$ cat config.mk
export PLATFORM = sky130hd
export DESIGN_NAME = supply_seq
export DESIGN_NICKNAME = d
export VERILOG_FILES = /design/src/rtl/supply_seq.sv
export SDC_FILE = /design/constraint.sdc
export NUM_CORES = 1
export LEC_CHECK = 0
export BUFFER_PORTS_ARGS = -buffer_cell sky130_fd_sc_hd__buf_2
export CORE_MARGIN = 4
export CORE_UTILIZATION = 45
export DETAILED_ROUTE_END_ITERATION = 10
export PLACE_DENSITY_LB_ADDON = 0.2
export REMOVE_ABC_BUFFERS = 1
export SLEW_MARGIN = 10
export SYNTH_ARGS = -nofsm -noshare
export SYNTH_HDL_FRONTEND = slang
export SYNTH_SLANG_ARGS = --single-unit
$ cat constraint.sdc
create_clock -name clk -period 5.05 [get_ports clk]
set_input_delay 0.2525 -clock clk [delete_from_list [all_inputs] [get_ports clk]]
set_output_delay 0.2525 -clock clk [all_outputs]
set_load 0.1 [all_outputs]
$ cat src/rtl/supply_seq.sv
module supply_seq #(
  parameter int DWELL_CYC = 1000,
  parameter int ACT_WIN   = 256
) (
  input  logic       clk,
  input  logic       rst_n,
  input  logic       vcc_on_i,
  input  logic       vcc_off_i,
  input  logic       ref_hi_i,
  input  logic       ref_lo_i,
  input  logic       vcc_low_i,
  input  logic       ls_cmd_i,
  input  logic       hs_cmd_i,
  output logic       hv_en_o,
  output logic       ref_en_o,
  output logic       ref_hicur_o,
  output logic       sink_en_o,
  output logic       reg_en_o,
  output logic       ocp_en_o,
  output logic       drv_en_o,
  output logic [1:0] mode_o
);

  localparam int AW = $clog2(ACT_WIN + 1);
  localparam int DW = $clog2(DWELL_CYC + 1);
  localparam int NFLAG = 5;

  typedef enum logic [1:0] {
    M_START = 2'b00,
    M_SAVE  = 2'b01,
    M_OPER  = 2'b10,
    M_FAULT = 2'b11
  } mode_t;

  mode_t mode_q, mode_d;

  // flag synchronizer: [0] on, [1] off, [2] ref_hi, [3] ref_lo, [4] low
  logic [NFLAG-1:0] flg_s1, flg_s2;
  always_ff @(posedge clk or negedge rst_n) begin
    if (!rst_n) begin
      flg_s1 <= '0;
      flg_s2 <= '0;
    end else begin
      flg_s1 <= {vcc_low_i, ref_lo_i, ref_hi_i, vcc_off_i, vcc_on_i};
      flg_s2 <= flg_s1;
    end
  end

  wire on_s  = flg_s2[0];
  wire off_s = flg_s2[1];
  wire rhi_s = flg_s2[2];
  wire rlo_s = flg_s2[3];
  wire low_s = flg_s2[4];

  // switching activity, channel 0 low side, channel 1 high side
  logic [1:0] cmd_in, act;
  assign cmd_in = {hs_cmd_i, ls_cmd_i};

  for (genvar g = 0; g < 2; g++) begin : g_act
    logic [2:0]    pipe;
    logic [AW-1:0] cnt;
    wire           edge_seen = pipe[1] ^ pipe[2];
    always_ff @(posedge clk or negedge rst_n) begin
      if (!rst_n) begin
        pipe <= '0;
        cnt  <= AW'(ACT_WIN);
      end else begin
        pipe <= {pipe[1:0], cmd_in[g]};
        if (edge_seen)
          cnt <= '0;
        else if (cnt != AW'(ACT_WIN))
          cnt <= cnt + 1'b1;
      end
    end
    assign act[g] = edge_seen || (cnt != AW'(ACT_WIN));
  end

  wire ls_act = act[0];
  wire hs_act = act[1];

  // dwell in save mode
  logic [DW-1:0] dwell_q;
  wire dwell_done = (dwell_q == DW'(DWELL_CYC));
  always_ff @(posedge clk or negedge rst_n) begin
    if (!rst_n)
      dwell_q <= '0;
    else if (mode_q != M_SAVE)
      dwell_q <= '0;
    else if (!dwell_done)
      dwell_q <= dwell_q + 1'b1;
  end

  // startup generator cycling in save mode
  logic hv_cyc;
  always_ff @(posedge clk or negedge rst_n) begin
    if (!rst_n)
      hv_cyc <= 1'b0;
    else if (mode_q != M_SAVE || on_s)
      hv_cyc <= 1'b0;
    else if (off_s)
      hv_cyc <= 1'b1;
  end

  always_comb begin
    mode_d = mode_q;
    unique case (mode_q)
      M_START: if (on_s) mode_d = M_SAVE;
      M_SAVE: begin
        if (low_s)
          mode_d = M_START;
        else if (dwell_done && rhi_s && hs_act)
          mode_d = M_OPER;
      end
      M_OPER: begin
        if (off_s || rlo_s)
          mode_d = M_FAULT;
        else if (!ls_act)
          mode_d = M_SAVE;
      end
      M_FAULT: if (low_s) mode_d = M_START;
      default: mode_d = M_START;
    endcase
  end

  always_ff @(posedge clk or negedge rst_n) begin
    if (!rst_n) mode_q <= M_START;
    else        mode_q <= mode_d;
  end

  wire in_oper = (mode_q == M_OPER);

  assign mode_o      = mode_q;
  assign hv_en_o     = (mode_q == M_START) || (mode_q == M_FAULT) ||
                       ((mode_q == M_SAVE) && hv_cyc);
  assign ref_en_o    = (mode_q != M_START);
  assign ref_hicur_o = in_oper;
  assign sink_en_o   = (mode_q == M_START);
  assign reg_en_o    = in_oper;
  assign ocp_en_o    = in_oper;
  assign drv_en_o    = in_oper;

  assert_oper_entry_R4: assert property (@(posedge clk) disable iff (!rst_n)
    (mode_q == M_OPER && $past(mode_q) == M_SAVE) |->
      ($past(dwell_q) == DW'(DWELL_CYC) && $past(rhi_s) && $past(hs_act)));

  assert_oper_from_save_R4: assert property (@(posedge clk) disable iff (!rst_n)
    (mode_q == M_OPER) |-> ($past(mode_q) == M_SAVE || $past(mode_q) == M_OPER));

  assert_save_from_oper_R6: assert property (@(posedge clk) disable iff (!rst_n)
    (mode_q == M_SAVE && $past(mode_q) == M_OPER) |-> !$past(ls_act));

  assert_fault_entry_R7: assert property (@(posedge clk) disable iff (!rst_n)
    (mode_q == M_FAULT && $past(mode_q) != M_FAULT) |->
      ($past(mode_q) == M_OPER && ($past(off_s) || $past(rlo_s))));

  assert_start_entry_R9: assert property (@(posedge clk) disable iff (!rst_n)
    (mode_q == M_START && $past(mode_q) != M_START) |-> $past(low_s));

  assert_dwell_restart_R11: assert property (@(posedge clk) disable iff (!rst_n)
    (mode_q == M_SAVE && $past(mode_q) != M_SAVE) |-> (dwell_q == '0));

endmodule

# After elaboration in Yosys (flattened, before gate mapping)
# Cells that the tools add are included.
# classes
eq_ne,12
bitwise_logic,2
muxes,15
add_sub_neg,3
n_reduce_logical,15
# ops
cell,n
9-bit 2-to-1 mux,4
10-bit 2-to-1 mux,2
9-bit by 1-bit adder with 9-bit output (second input constant),2
9-bit != test (second input constant),2
2-bit 2-to-1 mux,6
10-bit by 1-bit adder with 10-bit output (second input constant),1
10-bit == test (second input constant),1
2-bit one-hot mux with 4 select lines,1
2-bit nonzero test,4
1-bit logical OR,6
2-bit by 1-bit != test with 1-bit output (second input constant),3
2-bit == test (second input constant),2
4-bit AND reduction,1
1-bit logical AND,3
3-bit by 2-bit != test with 1-bit output (second input constant),1
3-bit != test (second input constant),1
2-bit by 1-bit == test with 1-bit output (second input constant),1
2-bit logical NOT,1
1-bit 2-to-1 mux,2
2-bit != test (second input constant),1
1-bit bitwise XOR,2
# word_totals
word_cells,56
input_bits,9
ff_bits,47

# Logic depth before layout (Yosys ltp)
# depth
depth_word,6
mapped_depth,7
ltp_nobuf,7

# Least setup slack after synthesis
# No wires, ideal clock.
# synth_path
path_type,register -> register
from,"reg mode_q[1], in the netlist mode_o[1]"
to,"reg mode_q[0], in the netlist mode_o[0]"
slack_ps,1707
setup_time_ps,81
arrival_ps,3262
stages_incl_launch_ff,8
path_cell_list,dfrtp_1 -> inv_1 -> ha_1 -> inv_1 -> o22ai_1 -> a31o_1 -> a21oi_2 -> mux2i_1
# synth_between
elab_chain_cells,3
# synth_rtl
element,line_no,text
"start, declared",35,"mode_t mode_q, mode_d;"
"start signal, assigned",127,else mode_q <= mode_d;
2-bit logical NOT *,n/a,
via sink_en_o,17,"output logic sink_en_o,"
2-bit by 1-bit != test with 1-bit output (no line),n/a,
4-bit AND reduction (no line),n/a,
# Mark *: on every way through the listed nets, which the timed path passes. The rest lies on a longest branch.
# A chain may end at the register's enable or synchronous reset.

# Final worst setup path
# layout_path
from,"reg mode_q[1], in the netlist mode_o[1]"
to,out hv_en_o
# layout_between
elab_chain_cells,3
# layout_rtl
element,line_no,text
2-bit == test (tied with other cells),133,assign hv_en_o = (mode_q == M_START) || (mode_q == M_FAULT) ||
1-bit logical OR / 1-bit logical AND (equally long branches),"133, 134",
1-bit logical OR *,133,
"end, declared",14,"output logic hv_en_o,"
# Every way passes the cells marked *; elsewhere a longest branch is shown, timed or not.

==> metrics.md <==
| Metric | Value |
|---|---|
| Initial standard-cell utilization of the core | 46.4% |
| Slowest stage delay, CP | 0.43 ns |
| Switching power | 362 uW |
| Type of the tightest min-delay check | in -> reg |
| Worst-case headroom to the max-slew limit | approximately 32% |
| Layout net count | approximately 230 |
| Setup CP Type | reg -> out |
| Routed WL | 3.49 mm |
| Fmax | 472 MHz |
| Share of layout cells above drive strength 1 | 17.5% |
| Largest driver fanout on the critical path | 13 |
| Sum of net half-perimeters after detailed placement | approximately 2.5 mm |
| Final hold violations | 0 |
| Boundary pin count | 18 |
| Design area | 0.00240 sq mm |
| Clk Latency, worst-skew pair | 0.29 ns |
| Sinks on Clock Net | 47 |
| Die Outline Area | 0.00602 sq mm |
| Crit path required time | 4.80 ns |
| Area contributors post-synth | dfrtp_1 (52%), ha_1 (5.7%), xnor2_1 (5.2%) |
| Number of buffers created by CTS | 5 |
| Post-Syn Area per Cell | between 10 and 15 sq um |
| Total number of yosys warnings | 0 |
| Slew of the pin with the lowest slew margin | 1.02 ns |
| Worst IR drop on VDD | 0.669 mV |
| Number of flip-flops and latches in the synthesized netlist | 47 |
| Leakage | 1.08 nW |
| Post-layout power | 950 uW |
| Via count | between 1k and 1.5k |
| Post-synthesis cell area | 0.00218 sq mm |
| Iter 0 DRT Violations | 59 |
| Clock transition at the registers of the reported paths | 0.08 ns |
| Via count of the first global-routing pass | 1449 |
| Router iterations before antenna repair | 6 |
| Antenna fix cells | 0 |
| Fraction of power consumed by combinational cells | 30.1% |
| Buffer cell driving the clock tree root | clkbuf_8 |
| Placed cell count | 257 |
| Clk network pwr share | 23.7% |
| Antenna violations before repair | 0 |
| Status | finished clean |
| Commonest non-fill, non-tap cell in the layout | dfrtp_1 |
| Number of buffer and inverter instances along the worst setup path | 2 |
| Cell count after synthesis | 190 |
| Count of endpoints failing setup in the final report | 0 |
| Final cell count without fillers | 265 |
| Final setup TNS | 0 ns |
| Placeable core area | 0.00469 sq mm |
| Final period utilization | 42.0% |
| Overflow left after global routing | 0 |
| Critical path startpoint category | flop |
| Switching fraction of total power | about two fifths |
| Internal power summed over all cells | 587 uW |
| Avg Vias per Cell | 5.17 |
| Worst Setup Slack, final | around 3 ns |
| CTS tree | yes |
| Worst path top cell family by delay | buffers and inverters |
| Distinct cell type count of the synthesized netlist | 36 |
| Global placement routability congestion | 0.771 |
| Buffers added on ports | 17 |
| Wire length of the first global-routing pass | 6.29 mm |
| Part of the Yosys area used for sequential elements | 54.1% |
| GRT Resource Usage Total | 13.1% |
| Cell Rows | 25 |
| Max Root-Sink Buffers | 2 |
| Critical path cell sequence | inv_1, ha_1, nand2_1, nand2_1, buf_2 |
| Post-synth top area share | 51.7% |
| Dominant cell type by area after synthesis | dfrtp_1 |
| Hold-fix buffers, CTS | 0 |
| Most prevalent standard cell on the critical path | nand2_1 |
| Antenna violation net count after detailed routing | 0 |
| Die width | around 78 microns |
| Wire length per cell | 13.2 microns |
| Min Hold Slack | 0.0617 ns |
| Most frequent cells in the layout | dfrtp_1 (45), nor2_1 (21), buf_2 (17) |
| Vert. Die Dim | around 78 microns |
| Setup Buffers After CTS | 0 |
| Number of levels the H-tree was split into | 2 |
| Pin count of the biggest net entering global routing | 48 |
| Slowest cell on the critical path | dfrtp_1 |
| Placed cell area | 0.00230 sq mm |
| Final Util | between 50% and 60% |
| Slew Limit Fails | 0 |
| Area growth from synthesis to layout | 9.99% |
| Data arrival at the endpoint of the critical path | 1.87 ns |
| Number of remaining DRC errors | 0 |
| Post-route minimum period | about 2.1 ns |
| Sequential share of power | 46.2% |
| RSZ-0062 raised after global routing | no |
| Endpoint type of the worst setup path | output pin |
| Final clock skew | between 0.007 and 0.008 ns |
| Placement Setup Slack | 3.17 ns |
| Max cap viols | 0 |
| Post-cts sizing count | 0 |
| Power density relative to cell area | 396 mW/mm^2 |
-- final timing paths --
check,endpoint,slack (ns),startpoint,cells past startpoint
min in group asynchronous,g_act[1].cnt[6]$_DFFE_PN0P_,0.12,rst_n,1
max in group asynchronous,dwell_q[5]$_DFFE_PN0P_,4.28,rst_n,1
setup / recovery,hv_en_o,2.93,mode_o[1]$_DFFE_PN0P_,5
hold / removal,flg_s1[4]$_DFF_PN0_,0.06,vcc_low_i,1
hold reg to reg,g_act[1].pipe[1]$_DFF_PN0_,0.35,g_act[1].pipe[0]$_DFF_PN0_,0
setup reg to reg,mode_o[1]$_DFFE_PN0P_,3.16,mode_o[1]$_DFFE_PN0P_,5
-- routing by layer --
metal	part of all wire, %	wire, microns	track usage (%)	vias up
met3	4.8	167	3.94	5
li1	-	-	-	674
met4	0.83	29	4.27	0
met5	0	0	0	-
met2	47	1640	21.8	29
met1	47	1650	16.5	663
-- cells by family after synthesis --
family          count (synthesis)  share of synthesized area [%]
fa+ha+maj                      10                           5.74
flops                          47                           54.1
simple gates                   76                           20.3
buf+inv                        15                           3.10
compound gates                 15                           5.05
mux                             4                           2.13
xor+xnor                       23                           9.59
-- power groups by stage --
stage | Combinational (mW) | Clock (mW) | Sequential, mW
detailed placement | 0.287 | 0 | 0.446
CTS | 0.289 | 0.239 | 0.439
global placement | 0.279 | 0 | 0.445
global route | 0.308 | 0.254 | 0.444
floorplan | 0.203 | 0 | 0.469
finish | 0.286 | 0.225 | 0.438
-- final cells by class --
class                      count  area [sq um]
fill                         427          2300
sequential                    47          1180
multi-input combinational    128           932
clock buffer                   7          86.3
timing repair buffer          17          85.1
tap                           54          67.6
inverter                      11          41.3
clock inverter                 1          5.00
-- synth_stat cells --
| library cell | n |
|---|---|
| mux2_4 | 1 |
| xor2_1 | 9 |
| inv_1 | 11 |
| o32ai_2 | 1 |
| a21boi_0 | 2 |
| dfrtp_1 | 45 |
| nand4b_1 | 1 |
| and2_1 | 9 |
| nand3b_1 | 1 |
| xor2_2 | 1 |
| o21ai_0 | 3 |
| nand4_1 | 4 |
| ha_1 | 10 |
| or3_1 | 2 |
| and3_1 | 6 |
| xnor2_1 | 13 |
| mux2i_1 | 2 |
| a31o_1 | 1 |
| nor4b_4 | 2 |
| nand4_2 | 1 |
| buf_4 | 3 |
| nor3b_2 | 1 |
| a21oi_2 | 1 |
| or2b_1 | 1 |
| nand3_1 | 15 |
| nor2_1 | 21 |
| nor3b_1 | 1 |
| o22ai_1 | 1 |
| dfstp_2 | 2 |
| nor2b_1 | 1 |
| clkbuf_1 | 1 |
| a21oi_1 | 5 |
| o2111ai_2 | 1 |
| nor4_2 | 1 |
| mux2_2 | 1 |
| nand2_1 | 9 |
-- sequential cells by signal, indices dropped and copies added (netlist names) --
signal	cells
flg_s2	5
dwell_q	10
flg_s1	5
hv_cyc	1
g_act.pipe	6
g_act.cnt	18
mode_o	2
(Power assumes the default switching activity.)
